<file path="config.mk">
export PLATFORM = sky130hd
export DESIGN_NAME = wsr_read_mux
export DESIGN_NICKNAME = d
export VERILOG_FILES = /design/src/rtl/wsr_pkg.sv /design/src/rtl/wsr_toggle.sv /design/src/rtl/wsr_regs.sv /design/src/rtl/wsr_status.sv /design/src/rtl/wsr_read_mux.sv
export SDC_FILE = /design/constraint.sdc
export NUM_CORES = 1
export LEC_CHECK = 0
export CORE_MARGIN = 2
export CORE_UTILIZATION = 37
export DETAILED_ROUTE_END_ITERATION = 6
export GPL_TIMING_DRIVEN = 1
export PLACE_DENSITY = 0.73
export SYNTH_ARGS = -nofsm -noshare
export SYNTH_HDL_FRONTEND = slang
export SYNTH_HIERARCHICAL = 1
export SYNTH_SLANG_ARGS = --single-unit
</file>
<file path="constraint.sdc">
create_clock -name clk -period 0.9 [get_ports clk]
set_input_delay 0.27 -clock clk [delete_from_list [all_inputs] [get_ports clk]]
set_output_delay 0.27 -clock clk [all_outputs]
set_load 0.005 [all_outputs]
</file>
<file path="src/rtl/wsr_pkg.sv">
package wsr_pkg;

   typedef enum logic {
      OPK_PROGRAM = 1'b0,
      OPK_ERASE   = 1'b1
   } wsr_op_e;

   // Status word: polling bit at the top, toggle bit just below, rest zero.
   function automatic logic [7:0] wsr_status8(input wsr_op_e kind,
                                              input logic    msb,
                                              input logic    tog);
      logic poll;
      poll = (kind == OPK_ERASE) ? 1'b0 : ~msb;
      return {poll, tog, 6'b000000};
   endfunction

endpackage

</file>
<file path="src/rtl/wsr_toggle.sv">
module wsr_toggle (
   input  logic clk,
   input  logic rst_n,
   input  logic busy,
   input  logic rd_strobe,
   output logic start,
   output logic tog_now
);

   logic busy_q;
   logic tog_q;

   assign start   = busy & ~busy_q;
   assign tog_now = start ? 1'b0 : tog_q;

   always_ff @(posedge clk or negedge rst_n) begin
      if (!rst_n) begin
         busy_q <= 1'b0;
         tog_q  <= 1'b0;
      end else begin
         busy_q <= busy;
         if (busy && rd_strobe) begin
            tog_q <= ~tog_now;
         end else if (start) begin
            tog_q <= 1'b0;
         end
      end
   end

endmodule

</file>
<file path="src/rtl/wsr_regs.sv">
module wsr_regs #(
   parameter int          DATA_W  = 8,
   parameter int          ADDR_W  = 3,
   parameter int          GPI_W   = 5,
   parameter int          GPI_OFS = 4,
   parameter logic [7:0]  MFR_ID  = 8'hBF,
   parameter logic [7:0]  DEV_ID  = 8'h51
) (
   input  logic [ADDR_W-1:0] addr,
   input  logic [GPI_W-1:0]  gpi,
   output logic [DATA_W-1:0] rdata
);

   localparam int PAD_W = DATA_W - GPI_W;

   logic [DATA_W-1:0] gpi_word;
   logic [DATA_W-1:0] mfr_word;
   logic [DATA_W-1:0] dev_word;

   generate
      if (PAD_W > 0) begin : g_pad
         assign gpi_word = {{PAD_W{1'b0}}, gpi};
      end else begin : g_nopad
         assign gpi_word = gpi;
      end
      if (DATA_W > 8) begin : g_idwide
         assign mfr_word = {{(DATA_W-8){1'b0}}, MFR_ID};
         assign dev_word = {{(DATA_W-8){1'b0}}, DEV_ID};
      end else begin : g_idnarrow
         assign mfr_word = MFR_ID;
         assign dev_word = DEV_ID;
      end
   endgenerate

   always_comb begin
      rdata = '0;
      if (addr == ADDR_W'(0)) begin
         rdata = mfr_word;
      end else if (addr == ADDR_W'(1)) begin
         rdata = dev_word;
      end else if (addr == ADDR_W'(GPI_OFS)) begin
         rdata = gpi_word;
      end
   end

endmodule

</file>
<file path="src/rtl/wsr_status.sv">
module wsr_status
   import wsr_pkg::*;
#(
   parameter int DATA_W = 8
) (
   input  logic              op_erase,
   input  logic              prog_msb,
   input  logic              tog,
   output logic [DATA_W-1:0] status
);

   logic [7:0] core8;
   wsr_op_e    kind;

   assign kind  = op_erase ? OPK_ERASE : OPK_PROGRAM;
   assign core8 = wsr_status8(kind, prog_msb, tog);

   generate
      if (DATA_W > 8) begin : g_wide
         // Status bits stay at the two top positions of the word.
         assign status = {core8[7:6], {(DATA_W-2){1'b0}}};
      end else begin : g_byte
         assign status = core8;
      end
   endgenerate

endmodule

</file>
<file path="src/rtl/wsr_read_mux.sv">
module wsr_read_mux #(
   parameter int          DATA_W  = 8,
   parameter int          ADDR_W  = 3,
   parameter int          GPI_W   = 5,
   parameter int          GPI_OFS = 4,
   parameter logic [7:0]  MFR_ID  = 8'hBF,
   parameter logic [7:0]  DEV_ID  = 8'h51,
   parameter bit          OUT_REG = 1'b1
) (
   input  logic              clk,
   input  logic              rst_n,
   input  logic              busy,
   input  logic              op_erase,
   input  logic              prog_msb,
   input  logic              rd_strobe,
   input  logic              rd_is_reg,
   input  logic [ADDR_W-1:0] rd_addr,
   input  logic [DATA_W-1:0] arr_data,
   input  logic [GPI_W-1:0]  gpi,
   output logic [DATA_W-1:0] rd_data
);

   localparam int REG_SLOTS = 1 << ADDR_W;

   generate
      if (DATA_W < 8) begin : g_chk_dw
         $error("DATA_W must be at least 8");
      end
      if (GPI_W < 1 || GPI_W > DATA_W - 2) begin : g_chk_gpi
         $error("GPI_W must leave the two status bits free");
      end
      if (GPI_OFS < 2 || GPI_OFS >= REG_SLOTS) begin : g_chk_ofs
         $error("GPI_OFS must lie past the ID slots and inside the register space");
      end
   endgenerate

   logic              start;
   logic              tog_now;
   logic [DATA_W-1:0] reg_word;
   logic [DATA_W-1:0] stat_word;
   logic [DATA_W-1:0] sel_word;

   wsr_toggle u_tog (
      .clk       (clk),
      .rst_n     (rst_n),
      .busy      (busy),
      .rd_strobe (rd_strobe),
      .start     (start),
      .tog_now   (tog_now)
   );

   wsr_regs #(
      .DATA_W  (DATA_W),
      .ADDR_W  (ADDR_W),
      .GPI_W   (GPI_W),
      .GPI_OFS (GPI_OFS),
      .MFR_ID  (MFR_ID),
      .DEV_ID  (DEV_ID)
   ) u_regs (
      .addr  (rd_addr),
      .gpi   (gpi),
      .rdata (reg_word)
   );

   wsr_status #(.DATA_W(DATA_W)) u_stat (
      .op_erase (op_erase),
      .prog_msb (prog_msb),
      .tog      (tog_now),
      .status   (stat_word)
   );

   always_comb begin
      if (busy) begin
         sel_word = stat_word;
      end else if (rd_is_reg) begin
         sel_word = reg_word;
      end else begin
         sel_word = arr_data;
      end
   end

   generate
      if (OUT_REG) begin : g_oreg
         logic [DATA_W-1:0] out_q;
         always_ff @(posedge clk or negedge rst_n) begin
            if (!rst_n) begin
               out_q <= '0;
            end else if (rd_strobe) begin
               out_q <= sel_word;
            end
         end
         assign rd_data = out_q;
      end else begin : g_ocomb
         assign rd_data = sel_word;
      end
   endgenerate

endmodule

</file>
=== Word level (Yosys, flattened, before mapping) ===
Cells that the tools add are included.

* Input port bits: 23
* Register bits after elaboration: 10
* Output and inout bits: 8

* Bitwise operators: 4
* Muxes and demuxes: 9
* Reductions and logical operators: 2
* Equality and inequality tests: 2

{| class="wikitable"
|+ Operator list
! operator !! count
|-
| $mux 8 || 4
|-
| $mux 5 || 1
|-
| $mux 1 || 4
|-
| $eq 3x1->1 const B || 1
|-
| $eq 3x3->1 const B || 1
|-
| $logic_not 3->1 || 1
|-
| $not 1->1 || 3
|-
| $and 1x1->1 || 1
|-
| $logic_and 1x1->1 || 1
|}

=== Depth between registers and ports, before layout ===
* Word-level depth: 6
* Mapped depth: 5

=== By module ===
The synthesis kept the hierarchy.

{| class="wikitable"
|+ By module, submodules not included
! module !! times used !! area each (um^2) !! cells an instance
|-
| wsr_read_mux || 1 || 525.5 || 45
|-
| wsr_toggle || 1 || 90.1 || 6
|-
| wsr_regs || 1 || 75.1 || 14
|-
| wsr_status || 1 || 60.1 || 9
|}

=== Least setup slack after synthesis ===
OpenSTA, ideal clock, no wires.

* Path kind: register to register
* From: reg u_tog.busy_q
* To: reg g_oreg.out_q[6] (netlist: rd_data[6])
* Stages on the path, launching flop included: 6
* Data arrival time: 0.805 ns
* Setup slack: -0.032 ns
* Cells stage by stage: dfrtp_1 nor2b_4 nor2b_2 buf_4 nand3_1 o211ai_2

* Longest elaborated chain between the ends: 4

{| class="wikitable"
|+ RTL lines
! element !! line !! RTL
|-
| start: declaration || wsr_toggle.sv:10 || <nowiki>logic busy_q;</nowiki>
|-
| start signal: assignment || wsr_toggle.sv:21 || <nowiki>busy_q <= busy;</nowiki>
|-
| $not 1->1 || wsr_toggle.sv:13 || <nowiki>assign start = busy & ~busy_q;</nowiki>
|-
| $and 1x1->1 || wsr_toggle.sv:13 ||
|-
| net start || wsr_read_mux.sv:37 || <nowiki>logic start;</nowiki>
|-
| $mux 1 || wsr_toggle.sv:14 || <nowiki>assign tog_now = start ? 1'b0 : tog_q;</nowiki>
|-
| net tog_now || wsr_read_mux.sv:38 || <nowiki>logic tog_now;</nowiki>
|-
| $mux 8 || wsr_read_mux.sv:73 || <nowiki>if (busy) begin</nowiki>
|-
| end signal: assignment || wsr_read_mux.sv:89 || <nowiki>out_q <= sel_word;</nowiki>
|-
| end: declaration || wsr_read_mux.sv:84 || <nowiki>logic [DATA_W-1:0] out_q;</nowiki>
|}

The timed path passes the listed nets, and every way through them passes these cells.
A chain may end at the register's enable or synchronous reset.

=== Worst setup path in the final report ===
* From: reg g_oreg.out_q[2] (netlist: rd_data[2])
* To: out rd_data[2]

{| class="wikitable"
|+ RTL lines
! element !! line !! RTL
|-
| end: declaration || wsr_read_mux.sv:20 || <nowiki>output logic [DATA_W-1:0] rd_data</nowiki>
|}

No word-level cell between the ends.

==> flow_metrics.py <==
metrics = {
    "run_status": {
        "status": "finished with violations",
        "violations": "negative setup slack",
    },
    "clock_tree": {
        "clock_latency_ns": 0.26,
        "htreeDepth": 1,
        "root_buffer": "clkbuf_4",
        "cts.sinks": 10,
        "numCtsBuffers": 3,
        "hold_buffers": 0,
        "cts_buffer_depth": 2,
        "clkTransAtPathRegs_ns": 0.07,
        "cts_tree": "yes",
    },
    "final_layout": {
        "layout_common_cells": "clkdlybuf4s50_1, buf_2, dfrtp_1, nand2b_1",
        "final_common_cell": "clkdlybuf4s50_1",
        "diodes": 0,
        "syn_to_final_growth_pct": 56.0,
        "nets": 137,
        "fin_cells": 140,
        "final_area_sq_mm": 0.00117,
        "drive_above_1_share_pct": 40.7,
    },
    "timing": {
        "fin_setup_tns_ns": -1.13,
        "fin_crit_sh_pct": 118,
        "clock_skew_ns": 0.000138,
        "slew_violations": 0,
        "fmax_ghz": 0.941,
        "final.setup.worst_slack_ns": -0.163,
        "rsz0062_at_grt": "true",
        "setup_viol": 9,
        "final_hold_viol_count": 0,
        "period_needed_ns": 1.06,
    },
    "placement": {
        "port_buffers": 30,
        "hpwlAfterDp_um": 1300,
        "place_area_sq_mm": 0.00109,
        "gp_congestion": 0.706,
        "dp_cells": 132,
    },
    "power": {
        "switching_share_pct": 27.4,
        "p_per_area_mw_per_mm2": 1190,
        "ir_drop_mv": 0.689,
        "internal-power_mw": 1.01,
        "p_clk_share_pct": 29.1,
        "power_frac_seq_pct": 37.8,
        "comb_power_share_pct": 33.1,
        "p_leak_nw": 0.551,
        "switching_power_uw": 382,
    },
    "worst_setup_path": {
        "worstPathArrival_ns": 0.79,
        "crit_fanout": 2,
        "required_ns": 0.63,
        "crit_path_top_delay_cell": "dfrtp_1",
        "critPathBufInv": 1,
        "cp-start-kind": "register",
        "reg2reg_depth": 3,
        "reg2reg_to": "u_tog/tog_q",
        "path_cells": "buf_2",
        "r2r_slack_ns": 0,
        "slowest_delay_ns": 0.40,
        "critPathTopFamily": "flip-flops",
        "cp-end-kind": "output port",
        "reg2reg_from": "u_tog/busy_q",
        "critPathKind": "reg -> out",
    },
    "global_route": {
        "grt_antenna_before_repair": 0,
        "grt_max_degree": 15,
        "grt_pass1_wl_um": 3000,
        "grt-ovfl-total": 0,
        "grt_pass1_vias": 673,
        "grt_usage_pct": 16.3,
    },
    "drt": {
        "wl_per_cell_um": 13.1,
        "drt-initial-drc-count": 12,
        "wirelength_um": 1830,
        "firstDrtPassIters": 4,
        "detail-route-antenna-nets": 0,
        "drc": 0,
        "num_vias": 662,
        "via_per_inst": 4.73,
    },
    "synthesis": {
        "syn-instance-count": 74,
        "syn-cell-area_sq_um": 751,
        "synth_seq_area_share_pct": 33.3,
        "avgSynthCellArea_sq_um": 10.1,
        "ys_ff_latch": 10,
        "yosysWarnings": 6,
        "yosysUniqueCellTypes": 19,
    },
    "floorplanning": {
        "initial_utilization_pct": 38.7,
        "coreArea_sq_mm": 0.00194,
        "rows": 16,
        "io_pins": 31,
        "die_area_sq_mm": 0.00241,
        "fp.dieH_um": 49.0,
        "die_x_um": 49.0,
    },
    "hold_path": {
        "holdCritPathClass": "in -> async",
    },
    "job": {
        "drv_cap": 0,
    },
}
==> worst max-delay path by stage <==
stage / from / slack [ns] / endpoint / cells past startpoint
after CTS: rd_data[2] / -0.17 / rd_data[2] / 1
after global routing: rd_data[2] / -0.19 / rd_data[2] / 1
after detailed placement: rd_addr[1] / -0.60 / rd_data[1] / 5
after floorplan: rd_addr[1] / -0.0007 / rd_data[1] / 4
final: rd_data[2] / -0.16 / rd_data[2] / 1
after global placement: rd_addr[1] / -0.59 / rd_data[1] / 5
==> synthesized netlist by cell type, drive strengths merged <==
library cell / instances / share of area [%]
a21oi: 5 / 3.3
dfrtp: 10 / 33
nor3: 1 / 0.67
nor2b: 2 / 3.0
inv: 3 / 1.5
buf: 12 / 13
nand4: 1 / 0.83
nor2: 1 / 0.50
conb: 1 / 0.50
o221a: 1 / 1.5
o211ai: 8 / 13
or2: 1 / 0.83
mux2i: 8 / 11
nand3: 8 / 5.3
nand2b: 11 / 10
nor3b: 1 / 1.0
==> metrics by stage <==
step | setup WS [ns] | hold WS [ns] | power [mW] | util (%)
finish | -0.163 | 0.320 | 1.40 | 60.3
global route | -0.193 | 0.304 | 1.49 | 60.3
CTS | -0.173 | 0.311 | 1.39 | 58.8
detailed placement | -0.600 | 0.480 | 0.976 | 56.3
global placement | -0.586 | 0.479 | 0.967 | 56.3
floorplan | -0.000733 | -0.0256 | 0.745 | -
==> power by group through the flow <==
stage	clock network (mW)	logic [mW]	registers, mW
2_1_floorplan	0	0.205	0.540
3_3_place_gp	0	0.428	0.539
3_5_place_dp	0	0.438	0.538
4_1_cts	0.425	0.436	0.526
5_1_grt	0.453	0.499	0.535
6_report	0.407	0.462	0.528
==> what timing repair did <==
item,4_1_cts,5_1_grt
endpoints found under the setup margin,17,10
resized for setup,62,2
buffers inserted,2,2
pin swaps,12,0
==> registers in the layout, summed over array words and instances (netlist names) <==
signal        count
rd_data           8
u_tog/tog_q       1
u_tog/busy_q      1
==> cell families (layout without fill, tap and decap cells) <==
group | after synthesis | in the layout | share of synthesized area (%)
simple gates | 26 | 26 | 22.3
buf+inv | 15 | 49 | 15.0
compound gates | 14 | 14 | 18.2
flops | 10 | 10 | 33.3
mux | 8 | 8 | 10.7
other cells | 1 | 6 | 0.500
==> metal layers <==
metal  up-vias  GRT usage (%)  part of all wire, %
li1        328              -                    -
met1       310           21.3                   45
met2        24           25.1                   48
met3         0           5.52                  6.1
met4         0           5.71                    0
met5         -              0                    0
==> area by class of cell <==
| class | count | area (sq um) |
|---|---|---|
| fillers | 178 | 771 |
| multi-input cells | 54 | 477 |
| well taps | 27 | 33.8 |
| flip-flops and latches | 10 | 250 |
| clock buffers | 4 | 36.3 |
| inverters | 3 | 11.3 |
| repair buffers | 42 | 363 |
(Power assumes the default switching activity.)
